==> src/rtl/pchg_pkg.sv <==
package pchg_pkg;
   localparam int unsigned NUM_SRC   = 3;
   localparam int unsigned SRC_CHG   = 0;
   localparam int unsigned SRC_EXT   = 1;
   localparam int unsigned SRC_PER   = 2;
   localparam int unsigned PC_W      = 13;
   localparam logic [PC_W-1:0] IRQ_VEC = 13'h004;
endpackage

==> src/rtl/pchg_sync.sv <==
module pchg_sync #(
   parameter int unsigned W      = 5,
   parameter int unsigned STAGES = 2
) (
   input  logic         clk,
   input  logic         rst_n,
   input  logic [W-1:0] d_i,
   output logic [W-1:0] q_o
);
   if (STAGES < 2) begin : g_bad_stages
      $error("pchg_sync: STAGES must be at least 2");
   end
   if (W < 1) begin : g_bad_w
      $error("pchg_sync: W must be at least 1");
   end

   logic [STAGES-1:0][W-1:0] chain_q;

   for (genvar s = 0; s < STAGES; s++) begin : g_stage
      if (s == 0) begin : g_first
         always_ff @(posedge clk or negedge rst_n) begin
            if (!rst_n) chain_q[s] <= '0;
            else        chain_q[s] <= d_i;
         end
      end else begin : g_next
         always_ff @(posedge clk or negedge rst_n) begin
            if (!rst_n) chain_q[s] <= '0;
            else        chain_q[s] <= chain_q[s-1];
         end
      end
   end

   assign q_o = chain_q[STAGES-1];
endmodule

==> src/rtl/pchg_change_det.sv <==
module pchg_change_det #(
   parameter int unsigned NUM_PINS = 4
) (
   input  logic                clk,
   input  logic                rst_n,
   input  logic [NUM_PINS-1:0] lvl_i,
   input  logic [NUM_PINS-1:0] dir_i,
   input  logic                load_i,
   output logic                chg_o
);
   if (NUM_PINS < 1) begin : g_bad_pins
      $error("pchg_change_det: NUM_PINS must be at least 1");
   end

   logic [NUM_PINS-1:0] ref_q;
   logic [NUM_PINS-1:0] diff;
   logic                armed;

   always_ff @(posedge clk or negedge rst_n) begin
      if (!rst_n)      ref_q <= '0;
      else if (load_i) ref_q <= lvl_i;
   end

   for (genvar p = 0; p < NUM_PINS; p++) begin : g_pin
      assign diff[p] = lvl_i[p] ^ ref_q[p];
   end

   assign armed = &dir_i;
   assign chg_o = armed & (|diff);
endmodule

==> src/rtl/pchg_edge_det.sv <==
module pchg_edge_det (
   input  logic clk,
   input  logic rst_n,
   input  logic lvl_i,
   input  logic rise_sel_i,
   output logic evt_o
);
   logic prev_q;
   logic rise;
   logic fall;

   always_ff @(posedge clk or negedge rst_n) begin
      if (!rst_n) prev_q <= 1'b0;
      else        prev_q <= lvl_i;
   end

   assign rise  = lvl_i & ~prev_q;
   assign fall  = ~lvl_i & prev_q;
   assign evt_o = rise_sel_i ? rise : fall;
endmodule

==> src/rtl/pchg_flag_gate.sv <==
module pchg_flag_gate #(
   parameter int unsigned       N       = 3,
   parameter int unsigned       VW      = 13,
   parameter logic [VW-1:0]     VEC     = 13'h004
) (
   input  logic          clk,
   input  logic          rst_n,
   input  logic [N-1:0]  set_i,
   input  logic          clr_we_i,
   input  logic [N-1:0]  clr_data_i,
   input  logic [N-1:0]  en_i,
   input  logic          gie_i,
   output logic [N-1:0]  flags_o,
   output logic          irq_o,
   output logic [VW-1:0] vec_o
);
   if (N < 1) begin : g_bad_n
      $error("pchg_flag_gate: N must be at least 1");
   end

   logic [N-1:0] flag_q;
   logic [N-1:0] clr;

   for (genvar k = 0; k < N; k++) begin : g_flag
      assign clr[k] = clr_we_i & ~clr_data_i[k];
      always_ff @(posedge clk or negedge rst_n) begin
         if (!rst_n) flag_q[k] <= 1'b0;
         else        flag_q[k] <= set_i[k] | (flag_q[k] & ~clr[k]);
      end
   end

   assign flags_o = flag_q;
   assign irq_o   = gie_i & (|(flag_q & en_i));
   assign vec_o   = irq_o ? VEC : '0;
endmodule

==> src/rtl/pchg_irq_ctrl.sv <==
module pchg_irq_ctrl
   import pchg_pkg::*;
#(
   parameter int unsigned NUM_PINS    = 4,
   parameter int unsigned SYNC_STAGES = 2
) (
   input  logic                clk,
   input  logic                rst_n,
   input  logic [NUM_PINS-1:0] pin_i,
   input  logic [NUM_PINS-1:0] dir_i,
   input  logic                ext_pin_i,
   input  logic                ext_rise_i,
   input  logic                per_evt_i,
   input  logic [NUM_SRC-1:0]  en_i,
   input  logic                gie_i,
   input  logic                port_rd_i,
   input  logic                clr_we_i,
   input  logic [NUM_SRC-1:0]  clr_data_i,
   output logic [NUM_SRC-1:0]  flags_o,
   output logic                irq_o,
   output logic [PC_W-1:0]     vec_o
);
   localparam int unsigned SYNC_W = NUM_PINS + 1;

   logic [SYNC_W-1:0]   raw_lvl;
   logic [SYNC_W-1:0]   sync_lvl;
   logic [NUM_PINS-1:0] pin_sync;
   logic                ext_sync;
   logic                chg_evt;
   logic                ext_evt;
   logic [NUM_SRC-1:0]  set_vec;

   assign raw_lvl  = {ext_pin_i, pin_i};
   assign pin_sync = sync_lvl[NUM_PINS-1:0];
   assign ext_sync = sync_lvl[NUM_PINS];

   pchg_sync #(.W(SYNC_W), .STAGES(SYNC_STAGES)) u_sync (
      .clk   (clk),
      .rst_n (rst_n),
      .d_i   (raw_lvl),
      .q_o   (sync_lvl)
   );

   pchg_change_det #(.NUM_PINS(NUM_PINS)) u_chg (
      .clk    (clk),
      .rst_n  (rst_n),
      .lvl_i  (pin_sync),
      .dir_i  (dir_i),
      .load_i (port_rd_i),
      .chg_o  (chg_evt)
   );

   pchg_edge_det u_edge (
      .clk        (clk),
      .rst_n      (rst_n),
      .lvl_i      (ext_sync),
      .rise_sel_i (ext_rise_i),
      .evt_o      (ext_evt)
   );

   always_comb begin
      set_vec          = '0;
      set_vec[SRC_CHG] = chg_evt;
      set_vec[SRC_EXT] = ext_evt;
      set_vec[SRC_PER] = per_evt_i;
   end

   pchg_flag_gate #(.N(NUM_SRC), .VW(PC_W), .VEC(IRQ_VEC)) u_gate (
      .clk        (clk),
      .rst_n      (rst_n),
      .set_i      (set_vec),
      .clr_we_i   (clr_we_i),
      .clr_data_i (clr_data_i),
      .en_i       (en_i),
      .gie_i      (gie_i),
      .flags_o    (flags_o),
      .irq_o      (irq_o),
      .vec_o      (vec_o)
   );
endmodule

==> config.mk <==
export PLATFORM = sky130hd
export DESIGN_NAME = pchg_irq_ctrl
export DESIGN_NICKNAME = d
export VERILOG_FILES = /design/src/rtl/pchg_pkg.sv /design/src/rtl/pchg_sync.sv /design/src/rtl/pchg_change_det.sv /design/src/rtl/pchg_edge_det.sv /design/src/rtl/pchg_flag_gate.sv /design/src/rtl/pchg_irq_ctrl.sv
export SDC_FILE = /design/constraint.sdc
export NUM_CORES = 1
export LEC_CHECK = 0
export ABC_AREA = 1
export BUFFER_PORTS_ARGS = -buffer_cell sky130_fd_sc_hd__clkbuf_2
export CAP_MARGIN = 20
export CORE_UTILIZATION = 38
export DETAILED_ROUTE_END_ITERATION = 8
export GPL_ROUTABILITY_DRIVEN = 0
export GPL_TIMING_DRIVEN = 0
export PLACE_DENSITY = 0.74
export REMOVE_ABC_BUFFERS = 1
export SKIP_LAST_GASP = 1
export SYNTH_ARGS = -nofsm -noshare
export SYNTH_HDL_FRONTEND = slang
export SYNTH_SLANG_ARGS = --single-unit
==> constraint.sdc <==
create_clock -name clk -period 0.98 [get_ports clk]
set_input_delay 0.196 -clock clk [delete_from_list [all_inputs] [get_ports clk]]
set_output_delay 0.196 -clock clk [all_outputs]
set_load 0.01 [all_outputs]
==> metrics <==
drt pass-1 iters=4; Final Hold Vio Count=0; die extent in x=46.8 um; Peak VDD IR=0.00102 V; Leak Pwr=0.562 nW; DR WL/cell=8.84 um; max cap viols=0; Routed Antenna Nets=0; Clock Sinks=18; Worst Hold Path Cells=1; Distinct cells, synth=10; ant diodes=0; post-route minimum period=1230 ps; Worst Skew=3.03 ps; wire length of the first global-routing pass=1770 um; Clock Tree Root=clkbuf_4; CP max FO=2; clock latency on the worst-skew pair=280 ps; CTS tree=done; cell count after synthesis=84; CTS Buf Count=3; # fillers=161; internal power=1.13 mW; WP depth=5; Initial Util=42.4%; met1 Use GR=13.0%; unrepaired setup endpoints after global routing=true; Post-Route WL=1260 um; total grt overflow=0; #FFs+latches synth=18; Flop pwr share=55.3%; Crit path max-delay family=flip-flops; hold slack=12.0 ps; met2 GRT Util=21.1%; First DRT Iteration DRCs=8; WP data arrival=1030 ps; maximum number of pins on one net before global-route repair=19; PnR worst setup slack=-246 ps; Netlist Area Pre-Place=763 um^2; syn avg cell area=9.09 um^2; CP cell instances=nand2_1 -> nand3_1 -> nand2_1 -> inv_1 -> clkbuf_2; Most Crowded Layer GR=met2; placed cell count=133; P_sw=0.354 mW; GRT Util Overall=12.1%; switch share=23.9%; vias in the first global route=452; PortBufs=26; H-tree Lvls=1; reg2reg path depth=6; Setup crit end kind=primary output; die span in y=46.8 um; Critical Path Max Stage Delay=400 ps; area grow syn2layout=27.9%; Seq/Total Area, Yosys=59.0%; Top-Level Pins=39; Rows=15; Crit path required time=780 ps; Detail Placement HPWL=918 um; setup violators final=5; CP max-delay cell=dfrtp_1; CP Launch Type=flop; Finished Core Util=54.2%; failing checks=negative setup slack; fin cells=143; clock-pin transition on the worst setup and hold timing paths=100 ps; Slew Viols, Final=0; layout cells sized above 1=27.1%; Hold Path Class=in -> reg; f_max=0.816 GHz; vias per inst=3.94; PwrDens=1520 nW/um^2; post-route clock period utilization=125%; total power=1.48 mW; Total Nets Final=141; Clk pwr share=29.4%; WP buf/inv=2; clk buf depth=2; status=finished, violations left; drc violations=0; combinational group share of total power=15.2%; kind of critical path=reg -> out; Core ar.=1800 um^2; Via Count=563; YS warnings=0; die area=2190 um^2; initial antenna violation count=0; met3 GRT Util=3.46%; CP most frequent cell=nand2_1
## area by class of cell
class                   count  area [um^2]  area share (%)
flip-flops and latches     18          450            46.2
multi-input cells          52          211            21.7
repair buffers             32          201            20.6
inverters                  12         45.0            4.62
clock buffers               4         36.3            3.72
well taps                  25         31.3            3.21
## logic make-up after synthesis
kind of cell / Yosys count / share of synthesized area (%)
other cells: 1 / 0.491
compound gates: 7 / 4.59
flops: 18 / 59.0
simple gates: 33 / 17.2
buf+inv: 25 / 18.7
## through the flow
| step | TNS (ps) | cell area [um^2] | setup WS, ps |
|---|---|---|---|
| floorplan | 0 | 707 | 92.6 |
| global placement | 0 | 868 | 69.2 |
| detailed placement | 0 | 868 | 51.8 |
| CTS | -843 | 933 | -258 |
| global route | -1100 | 976 | -337 |
| finish | -791 | 976 | -246 |
## synth_stat cells
library cell	count	share of area (%)
conb_1	1	0.49
nand3_1	2	1.3
nand3b_1	1	0.98
dfrtp_1	18	59
nor2_1	3	1.5
nand2_1	26	13
buf_4	13	13
nor3_1	1	0.66
inv_1	12	5.9
o21ai_0	7	4.6
## sequential cells by signal, summed over array words and instances (netlist names)
register	count
u_chg.ref_q	4
u_edge.prev_q	1
u_sync.chain_q	5
u_sync.q_o	5
u_gate.flags_o	3
## worst paths after layout
| path | startpoint | end | slack [ps] |
|---|---|---|---|
| worst max-delay path | u_gate.flags_o[2] | vec_o[2] | -250 |
| worst min-delay path | ext_pin_i | u_sync.chain_q[4] | 10 |
| worst max register to register | u_sync.q_o[1] | u_gate.flags_o[0] | 100 |
| worst min register to register | u_sync.chain_q[0] | u_sync.q_o[0] | 350 |
| max in group asynchronous | rst_n | u_sync.q_o[2] | 300 |
| min in group asynchronous | rst_n | u_sync.chain_q[4] | 380 |
## layer usage
layer,routed length [um],share of wire (%)
met1,511,40
met2,698,55
met3,43,3.4
met4,10,0.79
met5,0,0
## power groups by stage
stage | Clock [mW] | Combinational [mW] | Sequential, mW
2_1_floorplan | 0 | 0.0910 | 0.836
3_3_place_gp | 0 | 0.180 | 0.832
3_5_place_dp | 0 | 0.186 | 0.837
4_1_cts | 0.450 | 0.205 | 0.820
5_1_grt | 0.482 | 0.258 | 0.826
6_report | 0.436 | 0.226 | 0.819
## layout by cell type, fill, tap and decap left out, types with 2 or more instances in the layout
cell	instances
o21ai_0	7
buf_6	3
nand2_1	26
inv_1	12
dlygate4sd3_1	4
conb_1	12
clkbuf_4	3
nor2_1	3
dfrtp_1	18
nand3_1	2
clkbuf_2	24
## repair_timing
action	4_1_cts	5_1_grt
hold buffers	1	3
gates resized for setup	1	5
hold endpoints to repair	18	3
endpoints found under the setup margin	5	5
setup buffers	2	0
pin swaps	1	0
(Power assumes the default switching activity.)
